===== src/rtl/fbsc_pkg.sv =====
`timescale 1ns/1ps
package fbsc_pkg;

    // Colour levels carried from the fetch stage to the outputs.
    typedef struct packed {
        logic [7:0] red;
        logic [7:0] grn;
        logic [7:0] blu;
    } rgb_t;

    // Video qualifiers carried down the pixel pipe.
    typedef struct packed {
        logic de;
        logic hs_n;
        logic vs_n;
    } vctl_t;

    localparam vctl_t VCTL_IDLE = '{de: 1'b0, hs_n: 1'b1, vs_n: 1'b1};

    // Split a memory word into colour levels; the top byte carries nothing.
    function automatic rgb_t word_to_rgb(input logic [31:0] w);
        rgb_t c;
        c.red = w[23:16];
        c.grn = w[15:8];
        c.blu = w[7:0];
        return c;
    endfunction

endpackage


===== src/rtl/fbsc_regs.sv =====
`timescale 1ns/1ps
module fbsc_regs #(
    parameter int AW   = 32,
    parameter int KEEP = 11
) (
    input  logic          clk,
    input  logic          rst,
    input  logic          we,
    input  logic          sel,
    input  logic [31:0]   wdata,
    output logic [31:0]   rdata,
    output logic [AW-1:0] base,
    output logic          en,
    output logic          rot
);
    localparam int LOW = AW - KEEP;

    logic [KEEP-1:0] base_hi;

    always_ff @(posedge clk) begin
        if (rst) begin
            base_hi <= '0;
            en      <= 1'b0;
            rot     <= 1'b0;
        end else if (we) begin
            if (sel) begin
                en  <= wdata[0];
                rot <= wdata[1];
            end else begin
                base_hi <= wdata[AW-1:LOW];
            end
        end
    end

    assign base  = {base_hi, {LOW{1'b0}}};
    assign rdata = sel ? {30'd0, rot, en} : 32'(base);

endmodule


===== src/rtl/fbsc_timing.sv =====
`timescale 1ns/1ps
module fbsc_timing #(
    parameter int H_ACT = 640,
    parameter int H_FP  = 16,
    parameter int H_SYN = 96,
    parameter int H_BP  = 48,
    parameter int V_ACT = 480,
    parameter int V_FP  = 10,
    parameter int V_SYN = 2,
    parameter int V_BP  = 33,
    parameter int HW    = 10,
    parameter int VW    = 10
) (
    input  logic          clk,
    input  logic          rst,
    input  logic          en,
    output logic [HW-1:0] h,
    output logic [VW-1:0] v,
    output logic          active,
    output logic          hs,
    output logic          vs,
    output logic          frame_go
);
    localparam int H_TOT  = H_ACT + H_FP + H_SYN + H_BP;
    localparam int V_TOT  = V_ACT + V_FP + V_SYN + V_BP;
    localparam int HS_BEG = H_ACT + H_FP;
    localparam int HS_END = HS_BEG + H_SYN;
    localparam int VS_BEG = V_ACT + V_FP;
    localparam int VS_END = VS_BEG + V_SYN;

    // While off, the counters wait at the first blanking line, which is
    // also where a new frame adopts its settings.
    always_ff @(posedge clk) begin
        if (rst || !en) begin
            h <= '0;
            v <= VW'(V_ACT);
        end else if (h == HW'(H_TOT - 1)) begin
            h <= '0;
            v <= (v == VW'(V_TOT - 1)) ? '0 : v + 1'b1;
        end else begin
            h <= h + 1'b1;
        end
    end

    assign active   = (h < HW'(H_ACT)) && (v < VW'(V_ACT));
    assign hs       = (h >= HW'(HS_BEG)) && (h < HW'(HS_END));
    assign vs       = (v >= VW'(VS_BEG)) && (v < VW'(VS_END));
    assign frame_go = en && (h == '0) && (v == VW'(V_ACT));

endmodule


===== src/rtl/fbsc_addr.sv =====
`timescale 1ns/1ps
module fbsc_addr #(
    parameter int AW        = 32,
    parameter int ROW_WORDS = 1024,
    parameter int H_ACT     = 640,
    parameter int V_ACT     = 480,
    parameter int HW        = 10,
    parameter int VW        = 10
) (
    input  logic          clk,
    input  logic          rst,
    input  logic          load,
    input  logic [AW-1:0] base_in,
    input  logic          rot_in,
    input  logic [HW-1:0] h,
    input  logic [VW-1:0] v,
    output logic [AW-1:0] addr
);
    logic [AW-1:0] act_base;
    logic          act_rot;
    logic [AW-1:0] row;
    logic [AW-1:0] col;

    // Frame-wide copy of the settings, refreshed once per frame.
    always_ff @(posedge clk) begin
        if (rst) begin
            act_base <= '0;
            act_rot  <= 1'b0;
        end else if (load) begin
            act_base <= base_in;
            act_rot  <= rot_in;
        end
    end

    always_comb begin
        row  = act_rot ? AW'(V_ACT - 1) - AW'(v) : AW'(v);
        col  = act_rot ? AW'(H_ACT - 1) - AW'(h) : AW'(h);
        addr = act_base + ((row * AW'(ROW_WORDS) + col) << 2);
    end

endmodule


===== src/rtl/fbsc_pipe.sv =====
`timescale 1ns/1ps
module fbsc_pipe
    import fbsc_pkg::*;
#(
    parameter int AW = 32
) (
    input  logic          clk,
    input  logic          rst,
    input  logic          en,
    input  logic          active,
    input  logic          hs,
    input  logic          vs,
    input  logic [AW-1:0] addr_in,
    input  logic [31:0]   mem_rdata,
    output logic          mem_req,
    output logic [AW-1:0] mem_addr,
    output vctl_t         vout,
    output rgb_t          pix
);
    vctl_t s1;
    vctl_t s2;
    logic  fetch;

    assign fetch = en && active;

    // Stage 1: request issue. Stage 2: word in flight. Stage 3: outputs.
    always_ff @(posedge clk) begin
        if (rst) begin
            mem_req  <= 1'b0;
            mem_addr <= '0;
            s1       <= VCTL_IDLE;
            s2       <= VCTL_IDLE;
            vout     <= VCTL_IDLE;
            pix      <= '0;
        end else begin
            mem_req <= fetch;
            if (fetch) begin
                mem_addr <= addr_in;
            end
            s1.de   <= fetch;
            s1.hs_n <= !(en && hs);
            s1.vs_n <= !(en && vs);
            s2      <= s1;
            vout    <= s2;
            pix     <= s2.de ? word_to_rgb(mem_rdata) : '0;
        end
    end

endmodule


===== src/rtl/fb_scanout.sv =====
`timescale 1ns/1ps
module fb_scanout
    import fbsc_pkg::*;
#(
    parameter int AW        = 32,
    parameter int BASE_KEEP = 11,
    parameter int ROW_WORDS = 1024,
    parameter int H_ACT     = 640,
    parameter int H_FP      = 16,
    parameter int H_SYN     = 96,
    parameter int H_BP      = 48,
    parameter int V_ACT     = 480,
    parameter int V_FP      = 10,
    parameter int V_SYN     = 2,
    parameter int V_BP      = 33
) (
    input  logic          clk,
    input  logic          rst,
    input  logic          reg_we,
    input  logic          reg_sel,
    input  logic [31:0]   reg_wdata,
    output logic [31:0]   reg_rdata,
    output logic          mem_req,
    output logic [AW-1:0] mem_addr,
    input  logic [31:0]   mem_rdata,
    output logic          hsync_n,
    output logic          vsync_n,
    output logic          de,
    output logic [7:0]    red,
    output logic [7:0]    grn,
    output logic [7:0]    blu
);
    localparam int HW = $clog2(H_ACT + H_FP + H_SYN + H_BP);
    localparam int VW = $clog2(V_ACT + V_FP + V_SYN + V_BP);

    logic [AW-1:0] reg_base;
    logic          ctl_en;
    logic          ctl_rot;
    logic [HW-1:0] h_pos;
    logic [VW-1:0] v_pos;
    logic          in_view;
    logic          hs_on;
    logic          vs_on;
    logic          frame_go;
    logic [AW-1:0] pix_addr;
    vctl_t         vout;
    rgb_t          pix;

    fbsc_regs #(.AW(AW), .KEEP(BASE_KEEP)) u_regs (
        .clk(clk), .rst(rst), .we(reg_we), .sel(reg_sel),
        .wdata(reg_wdata), .rdata(reg_rdata),
        .base(reg_base), .en(ctl_en), .rot(ctl_rot)
    );

    fbsc_timing #(
        .H_ACT(H_ACT), .H_FP(H_FP), .H_SYN(H_SYN), .H_BP(H_BP),
        .V_ACT(V_ACT), .V_FP(V_FP), .V_SYN(V_SYN), .V_BP(V_BP),
        .HW(HW), .VW(VW)
    ) u_timing (
        .clk(clk), .rst(rst), .en(ctl_en), .h(h_pos), .v(v_pos),
        .active(in_view), .hs(hs_on), .vs(vs_on), .frame_go(frame_go)
    );

    fbsc_addr #(
        .AW(AW), .ROW_WORDS(ROW_WORDS), .H_ACT(H_ACT), .V_ACT(V_ACT),
        .HW(HW), .VW(VW)
    ) u_addr (
        .clk(clk), .rst(rst), .load(frame_go), .base_in(reg_base),
        .rot_in(ctl_rot), .h(h_pos), .v(v_pos), .addr(pix_addr)
    );

    fbsc_pipe #(.AW(AW)) u_pipe (
        .clk(clk), .rst(rst), .en(ctl_en), .active(in_view),
        .hs(hs_on), .vs(vs_on), .addr_in(pix_addr), .mem_rdata(mem_rdata),
        .mem_req(mem_req), .mem_addr(mem_addr), .vout(vout), .pix(pix)
    );

    assign hsync_n = vout.hs_n;
    assign vsync_n = vout.vs_n;
    assign de      = vout.de;
    assign red     = pix.red;
    assign grn     = pix.grn;
    assign blu     = pix.blu;

endmodule


===== config.mk =====
export PLATFORM = sky130hd
export DESIGN_NAME = fb_scanout
export DESIGN_NICKNAME = d
export VERILOG_FILES = /design/src/rtl/fbsc_pkg.sv /design/src/rtl/fbsc_regs.sv /design/src/rtl/fbsc_timing.sv /design/src/rtl/fbsc_addr.sv /design/src/rtl/fbsc_pipe.sv /design/src/rtl/fb_scanout.sv
export SDC_FILE = /design/constraint.sdc
export NUM_CORES = 1
export LEC_CHECK = 0
export ABC_CLOCK_PERIOD_IN_PS = 6400
export BUFFER_PORTS_ARGS = -buffer_cell sky130_fd_sc_hd__buf_4
export CAP_MARGIN = 0
export CORE_ASPECT_RATIO = 1.1
export CORE_MARGIN = 2
export CORE_UTILIZATION = 45
export CTS_CLUSTER_DIAMETER = 150
export CTS_CLUSTER_SIZE = 16
export DETAILED_ROUTE_END_ITERATION = 10
export PLACE_DENSITY = 0.67
export SYNTH_ARGS = -nofsm -noshare
export SYNTH_HDL_FRONTEND = slang
export SYNTH_HIERARCHICAL = 1
export SYNTH_SLANG_ARGS = --single-unit

===== constraint.sdc =====
create_clock -name clk -period 6.4 [get_ports clk]
set_input_delay 0.64 -clock clk [delete_from_list [all_inputs] [get_ports clk]]
set_output_delay 0.64 -clock clk [all_outputs]
set_load 0.02 [all_outputs]

==> qor.csv, run 1 <==
stage,metric,value,unit
logic_synthesis,synth_top_area_share,33.1,%
logic_synthesis,yosysMostFrequentCell,dfxtp_1,
worst_hold_path,min_path_cells,1,
worst_setup_path,crit_chain,"inv_1, a21oi_1, ha_1, a21o_1, a21oi_1, o21bai_1, a2111oi_0, o31ai_1, a211o_1, o21ai_0, ha_1, a21oi_1, nand3b_1, a211o_1, a221oi_1, o21ai_0, a21oi_1, xnor2_1, nand3_1, a21oi_1",
worst_hold_path,worstHoldStart,u_pipe/s2[1],
clock_network,cts_resized,0,
floorplanning,fp-row-count,50,
global_routing,grt_pass1_vias,5801,
timing,fin_crit,5520,ps
finish,fillCellCount,1600,
worst_setup_path,path_max_fanout,9,
timing,setup_slack,882,ps
timing,fin_skew,12.9,ps
routing,routedWlPerCell,14.4,um
floorplanning,initial_core_util,46.2,%
finish,area_growth,16.6,%
clock_network,clock-sinks,131,
clock_network,clkLatencyLatePin,430,ps
logic_synthesis,ys_top_cells_by_area,"dfxtp_1 33%, ha_1 7.7%, buf_4 4.5%",
logic_synthesis,syn_area_per_cell,8.94,sq um
clock_network,cts_tree,built,
logic_synthesis,synth_edf_count,0,
routing,drt_iter0_drc,353,
logic_synthesis,synth_top_cell_by_area,dfxtp_1,
power_and_ir_drop,ir_drop,0.000183,V
timing,final.setup.tns,0,ps
worst_setup_path,r2r-start,u_timing/h[7],
worst_setup_path,crit_family,compound AO/OA/AOI/OAI gates,
timing,slew_viol_final,0,
placement,pre_cts_ws,929,ps
floorplanning,die_w,130,um
worst_setup_path,worstPathRequired,6760,ps
worst_setup_path,crit_buf_inv,1,
routing,ant_nets,0,
global_routing,gr-usage-all-layers,18.7,%
placement,dpl.hpwl,12.4,mm
logic_synthesis,async_reset_ff_share,0,%
worst_setup_path,r2r_slack,880,ps
routing,wl,17.5,mm
worst_setup_path,crit_slowest_cell,a2111oi_0,
timing,fin_crit_sh,86.2,%
logic_synthesis,yosys_warnings,6,
clock_network,root_buffer,clkbuf_16,
worst_setup_path,critical_path_arrival,5870,ps
routing,vias_per_cell,5.19,
logic_synthesis,synthDistinctLibCells,76,
power_and_ir_drop,power.leakage,4.02,nW
timing,maxSlewHeadroom,26.6,%
job,maxCapViolCount,0,
floorplanning,die-area,18700,sq um
logic_synthesis,ys_seq_area_share,33.1,%
worst_setup_path,endpoint_kind,flop,
floorplanning,io-pin-count,160,
status,status,"complete, no violations",
worst_setup_path,max_stage_delay,620,ps
placement,port_buffers,113,
finish,drive_gt1_share,19.3,%
timing,hold_viol_final,0,
floorplanning,die_y,143,um
routing,drc,0,
logic_synthesis,synth_common_cells,"131 x dfxtp_1, 73 x nor2_1, 64 x a21oi_1",
worst_setup_path,startpoint_type,flop,
global_routing,grt_max_degree,72,
worst_setup_path,crit_top_cell,a21oi_1,
timing,max_slew.worst_pin.slew,1100,ps
worst_setup_path,worstSetupPathType,reg -> reg,
logic_synthesis,synth_seq_cells,131,
floorplanning,coreArea,17100,sq um
timing,rsz0062_at_grt,no,
clock_network,clockBufferDepth,2,
routing,dr.pass1.iters,5,
worst_setup_path,reg2reg_to,u_pipe/mem_addr[29],
timing,finalSetupViolCount,0,
finish,final_nets,1088,
worst_hold_path,hold_class,reg -> reg,
worst_hold_path,whs_endpoint,u_pipe/vout[1],
global_routing,overflow,0,
routing,routed-via-count,6311,
clock_network,htreeDepth,4,
clock_network,clk_pin_slew_worst_paths,60,ps
worst_setup_path,r2r_cells,20,
clock_network,ctsHoldBuffers,0,
clock_network,cts_buffers,17,
power_and_ir_drop,p_per_area,211,nW/um^2
placement,globalplace.congestion,0.868,
clock_network,postCtsSetupRepairBufs,0,
global_routing,grt_pass1_wl,27.8,mm
logic_synthesis,synth_ff_type,dfxtp_1,
finish,n_antenna_cell,0,
logic_synthesis,netlist_area,7920,sq um
timing,max_freq,181,MHz
logic_synthesis,syn-instance-count,886,
global_routing,antenna_found_initial,0,
==> report_power, final <==
group	switching, mW	leakage (nW)	total [mW]	internal (mW)
combinational	0.0737	2.67	0.124	0.0507
clock	0.362	0.292	0.995	0.632
sequential	0.00667	1.06	0.832	0.825
total	0.443	4.02	1.95	1.51
==> per-layer routing <==
| layer | share of wire [%] | wire, um | track usage [%] | vias to the layer above |
|---|---|---|---|---|
| li1 | - | - | - | 3201 |
| met1 | 47 | 8200 | 23.8 | 2911 |
| met2 | 46 | 8080 | 30.3 | 177 |
| met3 | 5.7 | 994 | 4.76 | 22 |
| met4 | 1.4 | 243 | 7.11 | 0 |
| met5 | 0 | 0 | 0 | - |
==> flip-flops by register name, indices dropped and copies added (netlist names) <==
| signal | count |
|---|---|
| u_addr/act_base | 32 |
| u_pipe/mem_addr | 32 |
| u_pipe/pix | 24 |
| u_regs/base_hi | 11 |
| u_timing/h | 10 |
| u_timing/v | 10 |
| u_pipe/s1 | 3 |
| u_pipe/s2 | 3 |
| u_pipe/vout | 3 |
| u_addr/act_rot | 1 |
| u_regs/en | 1 |
| u_regs/rot | 1 |
==> cell type report <==
type                    instances  area [sq um]  area share (%)
clock inverters                12           154            1.67
multi-input cells             681          4750            51.4
clock buffers                  20           457            4.95
well taps                     234           293            3.17
repair buffers                118           886            9.59
inverters                      20          75.1           0.813
flip-flops and latches        131          2620            28.4
==> per-stage QoR <==
stage | power [mW] | util, % | hold WS (ps) | cell area (sq um) | instances
floorplan | 0.956 | - | 383 | 8070 | 925
global route | 2.02 | 53.9 | 407 | 9240 | 1216
global placement | 0.973 | 50.3 | 391 | 8620 | 1184
detailed placement | 0.973 | 50.3 | 389 | 8620 | 1184
finish | 1.95 | 53.9 | 404 | 9240 | 1216
CTS | 1.98 | 53.9 | 400 | 9240 | 1216
==> how the worst max path moves through the flow <==
stage | from | end | slack [ps] | depth (start not counted)
detailed placement | u_timing/h[7] | u_pipe/mem_addr[29] | 930 | 20
global placement | u_timing/h[7] | u_pipe/mem_addr[29] | 990 | 20
finish | u_timing/h[7] | u_pipe/mem_addr[29] | 880 | 20
floorplan | u_addr/act_rot | u_pipe/mem_addr[30] | 1360 | 19
CTS | u_timing/h[7] | u_pipe/mem_addr[29] | 870 | 20
global route | u_timing/h[7] | u_pipe/mem_addr[29] | 350 | 20
==> placed cells by master, fill, tap and decap left out, drive strengths merged, types with 6 or more instances in the layout <==
cell type,instances
a21bo,34
a21o,8
a21oi,71
and2,26
and4,7
buf,118
clkbuf,20
conb,40
dfxtp,131
ha,49
inv,21
mux2i,34
nand2,34
nand2b,16
nand3,51
nand4,13
nand4bb,11
nor2,73
nor2b,19
nor3,10
nor4,8
o21ai,44
or2,6
xnor2,33
xor2,31
==> cell families (layout without fill, tap and decap cells) <==
group	count (synthesis)	in the layout	share of synthesized area, %
DFF	131	131	33.1
buffers and inverters	113	170	8.83
adders and majority gates	51	51	8.25
AOI/OAI and AO/OA	198	198	17.4
muxes	35	35	4.44
other	1	40	0.0473
and+or+nand+nor	293	293	20.8
xor gates and xnor gates	64	64	7.08
(Power assumes the default switching activity.)
==> run 2, diff against run 1 <==
REMOVE_ABC_BUFFERS = 1   (was unset)
==> run 2 against run 1 <==
Clock power fell by 0.6%; first-iteration DRC count fell by 7.4%; flip-flop and latch count did not move; sequential power barely moved; sequential share of layout area did not move; wire length fell by 6.7%; clock-buffer cell count fell by 2; highest routed layer unchanged; via count fell by 1.3%.
==> qor.csv, run 2 (synthesis gave the netlist of run 1 again) <==
stage,metric,value,unit,change
power_and_ir_drop,ir_drop,0.000180,V,-1.5%
timing,fin_skew,8.67,ps,-4.19 ps
worst_setup_path,crit_slowest_cell,a2111oi_0,,
routing,drt_iter0_drc,327,,-7.4%
placement,port_buffers,113,,unchanged
clock_network,cts_resized,0,,unchanged
clock_network,htreeDepth,4,,unchanged
clock_network,clk_pin_slew_worst_paths,60,ps,about the same
global_routing,grt_pass1_vias,5500,,-5.2%
finish,layout_common_cells,"130 x dfxtp_1, 119 x buf_4, 73 x nor2_1, 64 x a21oi_1, 50 x nand3_1",,
global_routing,antenna_found_initial,0,,unchanged
floorplanning,fp-row-count,50,,unchanged
routing,dr.pass1.iters,5,,unchanged
routing,routed-via-count,6226,,-1.3%
finish,area_growth,16.6,%,unchanged
timing,finalSetupViolCount,0,,unchanged
clock_network,clkLatencyLatePin,420,ps,about the same
finish,drive_gt1_share,19.5,%,+0.18 points
worst_setup_path,worstPathRequired,6750,ps,about the same
timing,rsz0062_at_grt,no,,
timing,maxSlewHeadroom,26.4,%,-0.23 points
routing,wl,16.3,mm,-6.7%
worst_setup_path,crit_family,compound AO/OA/AOI/OAI gates,,
worst_setup_path,crit_top_cell,a21oi_1,,
finish,reg_top3,"u_addr/act_base (32), u_pipe/mem_addr (32), u_pipe/pix (24)",,
finish,final_nets,1089,,+0.092%
global_routing,overflow,0,,unchanged
routing,drc,0,,unchanged
power_and_ir_drop,p_per_area,210,nW/um^2,-0.38%
worst_hold_path,hold_class,reg -> reg,,
floorplanning,die_w,130,um,unchanged
timing,hold_viol_final,0,,unchanged
global_routing,gr-usage-all-layers,17.5,%,-1.2 points
clock_network,clock-sinks,131,,unchanged
worst_setup_path,worstSetupPathType,reg -> reg,,
routing,routedWlPerCell,13.4,um,-6.8%
finish,final_common_cell,dfxtp_1,,
clock_network,clockBufferDepth,2,,unchanged
timing,fin_crit_sh,82.2,%,-4.0 points
timing,max_freq,190,MHz,+4.9%
timing,timing.hold.ws,415,ps,+11.5 ps
worst_setup_path,crit_buf_inv,1,,unchanged
timing,slew_viol_final,0,,unchanged
timing,max_slew.worst_pin.slew,1100,ps,+3.50 ps
worst_setup_path,path_max_fanout,14,,+5
job,maxCapViolCount,0,,unchanged
routing,ant_nets,0,,unchanged
finish,n_antenna_cell,0,,unchanged
clock_network,cts_tree,built,,
placement,globalplace.congestion,0.861,,-0.74%
timing,final.setup.tns,0,ps,unchanged
power_and_ir_drop,power.leakage,4.02,nW,about the same
floorplanning,die-area,18700,sq um,unchanged
worst_setup_path,critical_path_arrival,5610,ps,-260 ps
timing,fin_crit,5260,ps,-257 ps
status,status,"complete, no violations",,
global_routing,grt_max_degree,79,,+9.7%
worst_setup_path,startpoint_type,flop,,
floorplanning,initial_core_util,46.2,%,unchanged
worst_setup_path,crit_chain,"nand2_1, a21oi_1, buf_4, ha_1, fa_1, a21o_1, a21oi_1, o21bai_1, a2111oi_0, o31ai_1, a211o_1, o21ai_0, ha_1, a21oi_1, nand3b_1, a211o_1, a221oi_1, o21ai_0, a21oi_1, xnor2_1, nand3_1, a21oi_1",,
finish,fillCellCount,1639,,+2.4%
clock_network,root_buffer,clkbuf_16,,
routing,vias_per_cell,5.12,,-1.4%
placement,dpl.hpwl,11.4,mm,-7.6%
global_routing,grt_pass1_wl,26.4,mm,-5.1%
floorplanning,io-pin-count,160,,unchanged
clock_network,ctsHoldBuffers,0,,unchanged
floorplanning,coreArea,17100,sq um,unchanged
clock_network,cts_buffers,17,,unchanged
worst_setup_path,max_stage_delay,580,ps,-40 ps
clock_network,postCtsSetupRepairBufs,0,,unchanged
worst_setup_path,endpoint_kind,flop,,
floorplanning,die_y,143,um,unchanged
[run 2: cell types whose count changed in the layout (fill, tap and decap cells not counted), sizes merged]
cell    before  now
bufinv       3    2
buf        118  119
clkinv       5    2
clkbuf      20   18
inv         21   27
[run 2: final cells by class]
class,count,area [sq um],share of cell area (%)
Multi-Input combinational cell,681,4750,51.4
Sequential cell,131,2620,28.4
Timing Repair Buffer,119,893,9.67
Clock buffer,18,439,4.76
Tap cell,234,293,3.17
Clock inverter,14,164,1.77
Inverter,20,75.1,0.813
[run 2: report_power, final]
part	internal, mW	total, mW	switching (mW)
combinational	0.0508	0.123	0.0721
sequential	0.825	0.832	0.00672
clock	0.594	0.989	0.395
[run 2: worst paths after layout]
path / end / cells past startpoint / from / slack [ps]
worst max-delay path: u_pipe/mem_addr[29] / 22 / u_addr/act_rot / 1140
worst max register to register: u_pipe/mem_addr[29] / 22 / u_addr/act_rot / 1140
worst min-delay path: u_pipe/s2[1] / 1 / u_pipe/s1[1] / 420
worst min register to register: u_pipe/s2[1] / 1 / u_pipe/s1[1] / 420
[run 2: metrics by stage]
stage               utilization [%]  power (mW)  setup WS, ps  instances  area, sq um
floorplan                         -       0.922          1160        832         7440
global placement               50.4       0.972          1270       1185         8630
detailed placement             50.4       0.973          1220       1185         8630
CTS                            53.9        1.97          1110       1217         9240
global route                   53.9        2.02           718       1217         9240
finish                         53.9        1.94          1140       1217         9240
[run 2: layer usage]
layer  vias up  global-route usage [%]  share of wire [%]
li1       3209                       -                  -
met1      2879                    22.7                 47
met2       126                    28.8                 47
met3        12                    4.50                4.7
met4         0                    4.54               0.69
met5         -                       0                  0
